--- config.mk ---
export PLATFORM = sky130hd
export DESIGN_NAME = adc_frame_unpacker
export DESIGN_NICKNAME = d
export VERILOG_FILES = /design/src/rtl/adc_frame_pkg.sv /design/src/rtl/afu_drdy_sync.sv /design/src/rtl/afu_spi_byte.sv /design/src/rtl/afu_frame_collect.sv /design/src/rtl/afu_stream_out.sv /design/src/rtl/adc_frame_unpacker.sv
export SDC_FILE = /design/constraint.sdc
export NUM_CORES = 1
export LEC_CHECK = 0
export CORE_MARGIN = 4
export CORE_UTILIZATION = 56
export CTS_BUF_LIST = sky130_fd_sc_hd__clkbuf_16
export CTS_CLUSTER_DIAMETER = 40
export DETAILED_ROUTE_END_ITERATION = 10
export MAX_ROUTING_LAYER = met4
export PLACE_DENSITY = 0.8
export SETUP_SLACK_MARGIN = 0.5
export SLEW_MARGIN = 20
export SYNTH_ARGS = -nofsm -noshare
export SYNTH_HDL_FRONTEND = slang
export SYNTH_HIERARCHICAL = 1
export SYNTH_SLANG_ARGS = --single-unit
--- constraint.sdc ---
create_clock -name clk -period 5.95 [get_ports clk]
set_input_delay 1.19 -clock clk [delete_from_list [all_inputs] [get_ports clk]]
set_output_delay 1.19 -clock clk [all_outputs]
set_load 0.02 [all_outputs]
--- src/rtl/adc_frame_pkg.sv ---
// Package: constants, state encoding and the sample-to-word packing shared by
// the frame capture block. Assumes the rate code is 3 bits wide.
package adc_frame_pkg;

    localparam int         STATUS_BYTES   = 3;
    localparam logic [7:0] OPC_READ_FRAME = 8'h12;
    localparam int         RAW_W          = 24;
    localparam int         WORD_W         = 32;

    typedef enum logic [1:0] {
        ST_IDLE,
        ST_CMD,
        ST_DATA,
        ST_DRAIN
    } seq_state_t;

    // Two fastest rate codes deliver 16-bit samples.
    function automatic logic is_narrow(input logic [2:0] code);
        return code < 3'd2;
    endfunction

    // Widen a raw sample to the 24-bit signed value shifted left by 8.
    function automatic logic [WORD_W-1:0] pack_word(input logic [RAW_W-1:0] raw,
                                                    input logic             narrow);
        if (narrow)
            return {{8{raw[15]}}, raw[15:0], 8'h00};
        return {raw, 8'h00};
    endfunction

endpackage

--- src/rtl/afu_drdy_sync.sv ---
// Synchronizes the asynchronous active-low data-ready line and emits a
// one-cycle pulse on its falling edge. Assumes each level lasts >= 2 clocks.
module afu_drdy_sync #(
    parameter int SYNC_STAGES = 2
) (
    input  logic clk,
    input  logic rst_n,
    input  logic drdy_n,
    output logic fall_pulse
);

    logic [SYNC_STAGES:0] chain;

    // Shift the line through the synchronizer plus one history flop.
    always_ff @(posedge clk) begin
        if (!rst_n)
            chain <= '1;
        else
            chain <= {chain[SYNC_STAGES-1:0], drdy_n};
    end

    assign fall_pulse = chain[SYNC_STAGES] & ~chain[SYNC_STAGES-1];

endmodule

--- src/rtl/afu_spi_byte.sv ---
// Single-byte SPI transfer engine, SCLK idle low, launch on rising edge and
// sample on falling edge, MSB first. Assumes start only arrives while idle.
module afu_spi_byte #(
    parameter int HALF_PERIOD = 2
) (
    input  logic       clk,
    input  logic       rst_n,
    input  logic       start,
    input  logic [7:0] tx_byte,
    input  logic       miso,
    output logic       sclk,
    output logic       mosi,
    output logic       done,
    output logic [7:0] rx_byte
);

    localparam int TMR_W = (HALF_PERIOD > 1) ? $clog2(HALF_PERIOD) : 1;

    logic             busy;
    logic [TMR_W-1:0] tmr;
    logic [2:0]       bit_cnt;
    logic [7:0]       tx_sh;
    logic [7:0]       rx_sh;

    // Half-period timer, SCLK toggling, bit launch and capture.
    always_ff @(posedge clk) begin
        if (!rst_n) begin
            busy    <= 1'b0;
            tmr     <= '0;
            bit_cnt <= '0;
            tx_sh   <= '0;
            rx_sh   <= '0;
            sclk    <= 1'b0;
            mosi    <= 1'b0;
            done    <= 1'b0;
        end else begin
            done <= 1'b0;
            if (!busy) begin
                if (start) begin
                    busy    <= 1'b1;
                    tx_sh   <= tx_byte;
                    tmr     <= '0;
                    bit_cnt <= '0;
                end
            end else if (tmr == TMR_W'(HALF_PERIOD - 1)) begin
                tmr  <= '0;
                sclk <= ~sclk;
                if (!sclk) begin
                    mosi  <= tx_sh[7];
                    tx_sh <= {tx_sh[6:0], 1'b0};
                end else begin
                    rx_sh   <= {rx_sh[6:0], miso};
                    bit_cnt <= bit_cnt + 3'd1;
                    if (bit_cnt == 3'd7) begin
                        busy <= 1'b0;
                        done <= 1'b1;
                    end
                end
            end else begin
                tmr <= tmr + TMR_W'(1);
            end
        end
    end

    assign rx_byte = rx_sh;

endmodule

--- src/rtl/afu_frame_collect.sv ---
// Sorts received frame bytes into the status word and per-channel raw
// samples (big-endian). Assumes clear is held between frames and the
// sample width is stable during a frame.
module afu_frame_collect
    import adc_frame_pkg::*;
#(
    parameter int NUM_CH = 8,
    localparam int CH_W  = $clog2(NUM_CH)
) (
    input  logic                        clk,
    input  logic                        rst_n,
    input  logic                        clear,
    input  logic                        narrow,
    input  logic                        byte_valid,
    input  logic [7:0]                  byte_in,
    output logic [23:0]                 status,
    output logic [NUM_CH-1:0][RAW_W-1:0] samples,
    output logic                        frame_end
);

    localparam int SC_W = $clog2(STATUS_BYTES + 1);

    logic [SC_W-1:0] stat_cnt;
    logic [1:0]      part;
    logic [CH_W-1:0] ch;
    logic [15:0]     acc;
    logic            in_status;
    logic            last_part;

    assign in_status = stat_cnt < SC_W'(STATUS_BYTES);
    assign last_part = narrow ? (part == 2'd1) : (part == 2'd2);
    assign frame_end = byte_valid && !in_status && last_part
                       && (ch == CH_W'(NUM_CH - 1));

    // Route each byte to status or to the current channel's accumulator.
    always_ff @(posedge clk) begin
        if (!rst_n) begin
            stat_cnt <= '0;
            part     <= '0;
            ch       <= '0;
            acc      <= '0;
            status   <= '0;
            samples  <= '0;
        end else if (clear) begin
            stat_cnt <= '0;
            part     <= '0;
            ch       <= '0;
            acc      <= '0;
        end else if (byte_valid) begin
            if (in_status) begin
                status   <= {status[15:0], byte_in};
                stat_cnt <= stat_cnt + SC_W'(1);
            end else if (last_part) begin
                samples[ch] <= {acc, byte_in};
                acc         <= '0;
                part        <= '0;
                ch          <= ch + CH_W'(1);
            end else begin
                acc  <= {acc[7:0], byte_in};
                part <= part + 2'd1;
            end
        end
    end

endmodule

--- src/rtl/afu_stream_out.sv ---
// Drains the captured samples of enabled channels, lowest index first, on a
// valid/ready stream. Assumes samples, status and width are stable while
// any channel is pending.
module afu_stream_out
    import adc_frame_pkg::*;
#(
    parameter int NUM_CH = 8,
    localparam int CH_W  = $clog2(NUM_CH)
) (
    input  logic                         clk,
    input  logic                         rst_n,
    input  logic                         load,
    input  logic [NUM_CH-1:0]            load_mask,
    input  logic                         narrow,
    input  logic [NUM_CH-1:0][RAW_W-1:0] samples,
    input  logic [23:0]                  status,
    input  logic                         m_ready,
    output logic                         m_valid,
    output logic [WORD_W-1:0]            m_data,
    output logic [CH_W-1:0]              m_chan,
    output logic [23:0]                  m_status,
    output logic                         m_last
);

    logic [NUM_CH-1:0] pend;
    logic [CH_W-1:0]   sel;

    // Lowest pending channel wins.
    always_comb begin
        sel = '0;
        for (int i = NUM_CH - 1; i >= 0; i--)
            if (pend[i]) sel = CH_W'(i);
    end

    // Load the mask at frame end; retire one channel per handshake.
    always_ff @(posedge clk) begin
        if (!rst_n)
            pend <= '0;
        else if (load)
            pend <= load_mask;
        else if (m_valid && m_ready)
            pend[sel] <= 1'b0;
    end

    assign m_valid  = |pend;
    assign m_chan   = sel;
    assign m_data   = pack_word(samples[sel], narrow);
    assign m_status = status;
    assign m_last   = m_valid && ((pend & (pend - NUM_CH'(1))) == '0);

endmodule

--- src/rtl/adc_frame_unpacker.sv ---
// Top: on a data-ready falling edge, reads one conversion frame over SPI
// (opcode, status, every channel's sample) and streams enabled channels out.
// Assumes NUM_CH is 4, 6 or 8 and the converter is ready to answer at the edge.
module adc_frame_unpacker
    import adc_frame_pkg::*;
#(
    parameter int NUM_CH      = 8,
    parameter int SCLK_HALF   = 2,
    parameter int SYNC_STAGES = 2,
    localparam int CH_W       = $clog2(NUM_CH)
) (
    input  logic              clk,
    input  logic              rst_n,
    input  logic              drdy_n,
    input  logic [2:0]        rate_code,
    input  logic [NUM_CH-1:0] ch_enable,
    output logic              spi_sclk,
    output logic              spi_cs_n,
    output logic              spi_mosi,
    input  logic              spi_miso,
    output logic              m_valid,
    input  logic              m_ready,
    output logic [31:0]       m_data,
    output logic [CH_W-1:0]   m_chan,
    output logic [23:0]       m_status,
    output logic              m_last,
    output logic              overrun
);

    seq_state_t                  state;
    logic                        drdy_fall;
    logic                        start_q;
    logic [7:0]                  tx_q;
    logic                        narrow_q;
    logic [NUM_CH-1:0]           mask_q;
    logic                        byte_done;
    logic [7:0]                  rx_byte;
    logic                        frame_end;
    logic [23:0]                 status_w;
    logic [NUM_CH-1:0][RAW_W-1:0] samples_w;

    afu_drdy_sync #(.SYNC_STAGES(SYNC_STAGES)) u_sync (
        .clk        (clk),
        .rst_n      (rst_n),
        .drdy_n     (drdy_n),
        .fall_pulse (drdy_fall)
    );

    afu_spi_byte #(.HALF_PERIOD(SCLK_HALF)) u_spi (
        .clk     (clk),
        .rst_n   (rst_n),
        .start   (start_q),
        .tx_byte (tx_q),
        .miso    (spi_miso),
        .sclk    (spi_sclk),
        .mosi    (spi_mosi),
        .done    (byte_done),
        .rx_byte (rx_byte)
    );

    afu_frame_collect #(.NUM_CH(NUM_CH)) u_collect (
        .clk        (clk),
        .rst_n      (rst_n),
        .clear      (state == ST_IDLE),
        .narrow     (narrow_q),
        .byte_valid (byte_done && (state == ST_DATA)),
        .byte_in    (rx_byte),
        .status     (status_w),
        .samples    (samples_w),
        .frame_end  (frame_end)
    );

    afu_stream_out #(.NUM_CH(NUM_CH)) u_out (
        .clk       (clk),
        .rst_n     (rst_n),
        .load      ((state == ST_DATA) && frame_end),
        .load_mask (mask_q),
        .narrow    (narrow_q),
        .samples   (samples_w),
        .status    (status_w),
        .m_ready   (m_ready),
        .m_valid   (m_valid),
        .m_data    (m_data),
        .m_chan    (m_chan),
        .m_status  (m_status),
        .m_last    (m_last)
    );

    // Frame sequencer: select, opcode, frame bytes, drain; flags overlaps.
    always_ff @(posedge clk) begin
        if (!rst_n) begin
            state    <= ST_IDLE;
            start_q  <= 1'b0;
            tx_q     <= '0;
            narrow_q <= 1'b0;
            mask_q   <= '0;
            spi_cs_n <= 1'b1;
            overrun  <= 1'b0;
        end else begin
            start_q <= 1'b0;
            if (drdy_fall && (state != ST_IDLE))
                overrun <= 1'b1;
            case (state)
                ST_IDLE: if (drdy_fall) begin
                    narrow_q <= is_narrow(rate_code);
                    mask_q   <= ch_enable;
                    spi_cs_n <= 1'b0;
                    tx_q     <= OPC_READ_FRAME;
                    start_q  <= 1'b1;
                    state    <= ST_CMD;
                end
                ST_CMD: if (byte_done) begin
                    tx_q    <= 8'h00;
                    start_q <= 1'b1;
                    state   <= ST_DATA;
                end
                ST_DATA: if (frame_end) begin
                    spi_cs_n <= 1'b1;
                    state    <= ST_DRAIN;
                end else if (byte_done) begin
                    start_q <= 1'b1;
                end
                ST_DRAIN: if (!m_valid)
                    state <= ST_IDLE;
                default: state <= ST_IDLE;
            endcase
        end
    end

endmodule

==> impl_results.html <==
<table>
<tr><th>Metric</th><th>Value</th></tr>
<tr><th colspan="2">Yosys</th></tr>
<tr><td>Cell area after synthesis</td><td>about 13000 µm²</td></tr>
<tr><td>Area leader, netlist</td><td>sky130_fd_sc_hd__dfxtp_1</td></tr>
<tr><td>Most instantiated cells after synthesis</td><td>sky130_fd_sc_hd__nand2_1 (322), sky130_fd_sc_hd__dfxtp_1 (289), sky130_fd_sc_hd__mux2i_1 (273)</td></tr>
<tr><td>Number of synthesized flops with an enable pin</td><td>0</td></tr>
<tr><td>Mean Syn Cell Area</td><td>just under 10 µm²</td></tr>
<tr><td>Main area contributors after synthesis</td><td>sky130_fd_sc_hd__dfxtp_1 (44%), sky130_fd_sc_hd__mux2i_1 (21%), sky130_fd_sc_hd__nand2_1 (9.3%)</td></tr>
<tr><td>Top_reg_cell synth</td><td>sky130_fd_sc_hd__dfxtp_1</td></tr>
<tr><td>Most frequent cell after synthesis</td><td>sky130_fd_sc_hd__nand2_1</td></tr>
<tr><td>Synth top area share</td><td>between 40% and 50%</td></tr>
<tr><td>Proportion of synthesized chip area in sequential cells</td><td>44.5%</td></tr>
<tr><td>Proportion of synthesized flip-flops having asynchronous set or reset</td><td>0%</td></tr>
<tr><td>Syn. warnings</td><td>6</td></tr>
<tr><td>Flip-flop and latch count after synthesis</td><td>289</td></tr>
<tr><td>Post-Syn Instances</td><td>1336</td></tr>
<tr><td>Yosys cell types</td><td>73</td></tr>
<tr><th colspan="2">Placed design</th></tr>
<tr><td>Half-perimeter wire length after detailed placement</td><td>17400 µm</td></tr>
<tr><td>Count of input and output buffers</td><td>71</td></tr>
<tr><td>Placed cell area</td><td>about 13000 µm²</td></tr>
<tr><td>Minimum setup slack after placement</td><td>1.75 ns</td></tr>
<tr><td>Gp weighted congestion</td><td>0.806</td></tr>
<tr><th colspan="2">Timing</th></tr>
<tr><td>Slew at the pin with the worst max-slew slack</td><td>about 1.0 ns</td></tr>
<tr><td>Clock period minus worst slack</td><td>4.80 ns</td></tr>
<tr><td>Setup skew after layout</td><td>about 0.018 ns</td></tr>
<tr><td>Number of pins with negative max-slew slack in the final report</td><td>0</td></tr>
<tr><td>Total negative slack for setup checks</td><td>0 ns</td></tr>
<tr><td>Final Hold Violating Endpoints</td><td>0</td></tr>
<tr><td>Achievable frequency</td><td>208 MHz</td></tr>
<tr><td>Unrepaired setup endpoints after global routing</td><td>no</td></tr>
<tr><td>Setup-failing EPs final</td><td>0</td></tr>
<tr><td>Max_slew headroom</td><td>31.6%</td></tr>
<tr><td>Post-route fraction of the period consumed by the critical path</td><td>80.6%</td></tr>
<tr><td>Final setup margin</td><td>1.15 ns</td></tr>
<tr><th colspan="2">Power</th></tr>
<tr><td>Largest vdd supply drop</td><td>0.000200 V</td></tr>
<tr><td>Power Density</td><td>298 nW/µm²</td></tr>
<tr><td>Share of total power in the clock network</td><td>51.5%</td></tr>
<tr><td>Static Leakage</td><td>5.59 nW</td></tr>
<tr><td>Portion of total power attributed to sequential cells</td><td>about 45%</td></tr>
<tr><td>Net switching power</td><td>0.00100 W</td></tr>
<tr><td>Net Sw Frac</td><td>22.8%</td></tr>
<tr><td>Total power</td><td>0.00440 W</td></tr>
<tr><td>Combinational power share</td><td>3.8%</td></tr>
<tr><td>Total internal power</td><td>0.00340 W</td></tr>
<tr><th colspan="2">Route</th></tr>
<tr><td>Overall via count from detail_route</td><td>9627</td></tr>
<tr><td>Detailed-route DRC error count</td><td>0</td></tr>
<tr><td>Total length of routed wires</td><td>30000 µm</td></tr>
<tr><td>Final antenna-violating net count</td><td>0</td></tr>
<tr><td>Number of DRC markers after the initial detailed-route iteration</td><td>640</td></tr>
<tr><td>DRT Pass-1 Iters</td><td>5</td></tr>
<tr><td>Average via count per standard cell</td><td>5.78</td></tr>
<tr><td>Routed length per placed instance</td><td>roughly 18 µm</td></tr>
<tr><th colspan="2">Floorplanning</th></tr>
<tr><td>Width of the chip</td><td>160 µm</td></tr>
<tr><td>Core footprint</td><td>22700 µm²</td></tr>
<tr><td>Number of ports placed on the die boundary</td><td>81</td></tr>
<tr><td>Initial standard-cell utilization of the core</td><td>57.3%</td></tr>
<tr><td>Die boundary height</td><td>160 µm</td></tr>
<tr><td>Number of placement rows</td><td>55</td></tr>
<tr><td>Area of the die</td><td>25700 µm²</td></tr>
<tr><th colspan="2">Setup path</th></tr>
<tr><td>Cell count of the worst reg-to-reg path</td><td>10</td></tr>
<tr><td>Start of the worst register-to-register path</td><td>state[0]</td></tr>
<tr><td>Bufs and invs on worst path</td><td>1</td></tr>
<tr><td>Data arrival at the endpoint of the critical path</td><td>3.61 ns</td></tr>
<tr><td>Worst stage delay on the critical path</td><td>0.77 ns</td></tr>
<tr><td>Cell with the biggest individual delay on the critical path</td><td>sky130_fd_sc_hd__nand2_4</td></tr>
<tr><td>Worst R2R Setup Slack</td><td>2.60 ns</td></tr>
<tr><td>Startpoint of the worst setup timing path</td><td>u_out/pend[0]</td></tr>
<tr><td>Endpoint type of the worst setup path</td><td>output port</td></tr>
<tr><td>RR Endpoint</td><td>u_out/pend[1]</td></tr>
<tr><td>Ordered list of cells on the worst path</td><td>nor3_1, o21ai_2, nand2_4, mux2i_1, o221a_2, a21oi_1, clkdlybuf4s50_1</td></tr>
<tr><td>Worst Path Class, Setup</td><td>flip-flop to output port</td></tr>
<tr><td>Required time at the worst-slack endpoint</td><td>approximately 4.8 ns</td></tr>
<tr><td>Sort of element at the start of the critical path</td><td>flip-flop</td></tr>
<tr><td>Critical-path maximum fanout</td><td>53</td></tr>
<tr><td>CP top delay family</td><td>simple AND/OR/NAND/NOR gates</td></tr>
<tr><th colspan="2">Global route</th></tr>
<tr><td>Total GRT Usage</td><td>23.1%</td></tr>
<tr><td>Number of global-route vias before repair</td><td>between 9000 and 10000</td></tr>
<tr><td>Grt ovf</td><td>0</td></tr>
<tr><td>Number of antenna violations at the first check in global routing</td><td>0</td></tr>
<tr><td>Largest net degree at the start of global routing</td><td>approximately 160</td></tr>
<tr><td>Wire length of the first global-routing pass</td><td>48000 µm</td></tr>
<tr><th colspan="2">Finish</th></tr>
<tr><td>Fraction of layout cells with a size suffix above 1</td><td>9.93%</td></tr>
<tr><td>Finished Cell Area</td><td>14800 µm²</td></tr>
<tr><td>Number of nets in the layout</td><td>1379</td></tr>
<tr><td>Area added between synthesis and finish</td><td>13.6%</td></tr>
<tr><td>Antenna diodes</td><td>0</td></tr>
<tr><th colspan="2">Min path</th></tr>
<tr><td>Hold path depth</td><td>1</td></tr>
<tr><td>Hold-critical path endpoint</td><td>u_sync/chain[1]</td></tr>
<tr><td>Worst min-delay path class</td><td>flip-flop to flip-flop</td></tr>
<tr><td>HP Start</td><td>u_sync/chain[0]</td></tr>
<tr><th colspan="2">Clock tree</th></tr>
<tr><td>Depth of the CTS H-tree</td><td>2</td></tr>
<tr><td>Deepest clock path buffer count</td><td>3</td></tr>
<tr><td>Clock net sink count</td><td>around 290</td></tr>
<tr><td>Clock slew at the register clock pins of the worst setup and hold paths</td><td>0.06 ns</td></tr>
<tr><td>Post-CTS resize count</td><td>0</td></tr>
<tr><td>CTS Buf Count</td><td>37</td></tr>
<tr><td>CTS Hold Bufs</td><td>0</td></tr>
<tr><td>Clock Root Buffer</td><td>sky130_fd_sc_hd__clkbuf_16</td></tr>
<tr><td>CTS tree</td><td>yes</td></tr>
<tr><td>Post-CTS repair timing setup buffer count</td><td>0</td></tr>
<tr><td>Clock latency of the later-clocked register in the worst-skew pair</td><td>0.53 ns</td></tr>
<tr><th colspan="2">Job</th></tr>
<tr><td>MaxCap Viol Count</td><td>0</td></tr>
<tr><th colspan="2">Status</th></tr>
<tr><td>Status</td><td>finished clean</td></tr>
</table>
-- metal layers --
layer	global-route usage, %	routed length, µm	up-vias
li1	-	-	4656
met1	29.2	13400	4649
met2	37.1	14000	255
met3	4.39	1720	67
met4	8.60	892	0
met5	-	0	-
-- final cells by class --
| class | instances | area [µm²] |
|---|---|---|
| Timing Repair Buffer | 90 | 857 |
| Inverter | 12 | 45.0 |
| Sequential cell | 289 | 5790 |
| Tap cell | 285 | 357 |
| Fill cell | 1800 | 7940 |
| Clock inverter | 29 | 292 |
| Multi-Input combinational cell | 921 | 6450 |
| Clock buffer | 39 | 976 |
-- stage by stage --
| stage | hold WS [ns] | cells | utilization, % |
|---|---|---|---|
| final | 0.408 | 1665 | 65.0 |
| after global routing | 0.447 | 1665 | 65.0 |
| after CTS | 0.408 | 1665 | 65.0 |
| after detailed placement | 0.394 | 1597 | 59.4 |
| after global placement | 0.391 | 1597 | 59.4 |
| after floorplan | 0.386 | 1348 | - |
-- power by group through the flow --
stage	logic [W]	clock network (W)	registers (W)
finish	0.000168	0.00227	0.00197
global route	0.000186	0.00239	0.00197
CTS	0.000168	0.00231	0.00197
detailed placement	0.000168	0	0.00201
global placement	0.000164	0	0.00201
floorplan	0.000132	0	0.00201
-- cells in the final DEF, fill, tap and decap left out, drive strengths merged, types with 7 or more instances in the layout --
| cell | instances |
|---|---|
| o211ai | 8 |
| inv | 23 |
| clkdlybuf4s50 | 70 |
| nand2 | 323 |
| a21oi | 30 |
| nand2b | 10 |
| a221oi | 19 |
| conb | 14 |
| ha | 12 |
| nor2b | 17 |
| clkinv | 10 |
| nor2 | 11 |
| o221a | 8 |
| dfxtp | 289 |
| a22o | 11 |
| a221o | 8 |
| and2 | 9 |
| mux2i | 273 |
| buf | 19 |
| a21boi | 46 |
| nor3 | 20 |
| o221ai | 11 |
| clkbuf | 40 |
| o21ai | 19 |
| o31ai | 7 |
| nand3 | 9 |
-- flip-flops by register name (all words and copies together) (netlist names), 2 cells and up --
| register | cells |
|---|---|
| u_collect/acc | 16 |
| u_collect/stat_cnt | 2 |
| state | 2 |
| u_spi/tx_sh | 8 |
| u_spi/bit_cnt | 3 |
| u_collect/ch | 3 |
| mask_q | 8 |
| u_out/pend | 8 |
| u_collect/part | 2 |
| u_sync/chain | 3 |
| u_spi/rx_byte | 8 |
| u_collect/samples | 192 |
| u_collect/status | 24 |
-- logic make-up after synthesis --
logic type	share of synthesized area, %
AO/OA/AOI/OAI	12.3
XOR/XNOR	0.135
adder cells (fa/ha/maj)	1.15
buffers and inverters	6.36
flip-flops	44.5
multiplexers	21.1
other	0.0578
AND/OR/NAND/NOR	14.4
-- worst max-delay path by stage --
stage	end	slack [ns]	depth (start not counted)
6_report	m_data[29]	1.15	7
5_1_grt	m_data[30]	0.96	7
3_5_place_dp	m_data[30]	1.75	7
2_1_floorplan	m_data[17]	2.89	8
3_3_place_gp	m_data[30]	1.83	7
4_1_cts	m_data[30]	1.18	7
-- worst reg2reg max path, delay by kind of cell (launching register included) --
kind                       cells  cell delay, ns
DFF                            1            0.35
adders and majority gates      1            0.18
and+or+nand+nor                5            1.77
AOI/OAI and AO/OA              2            0.53
buffers and inverters          2            0.41
No activity file was read; power rests on OpenSTA's default activity.
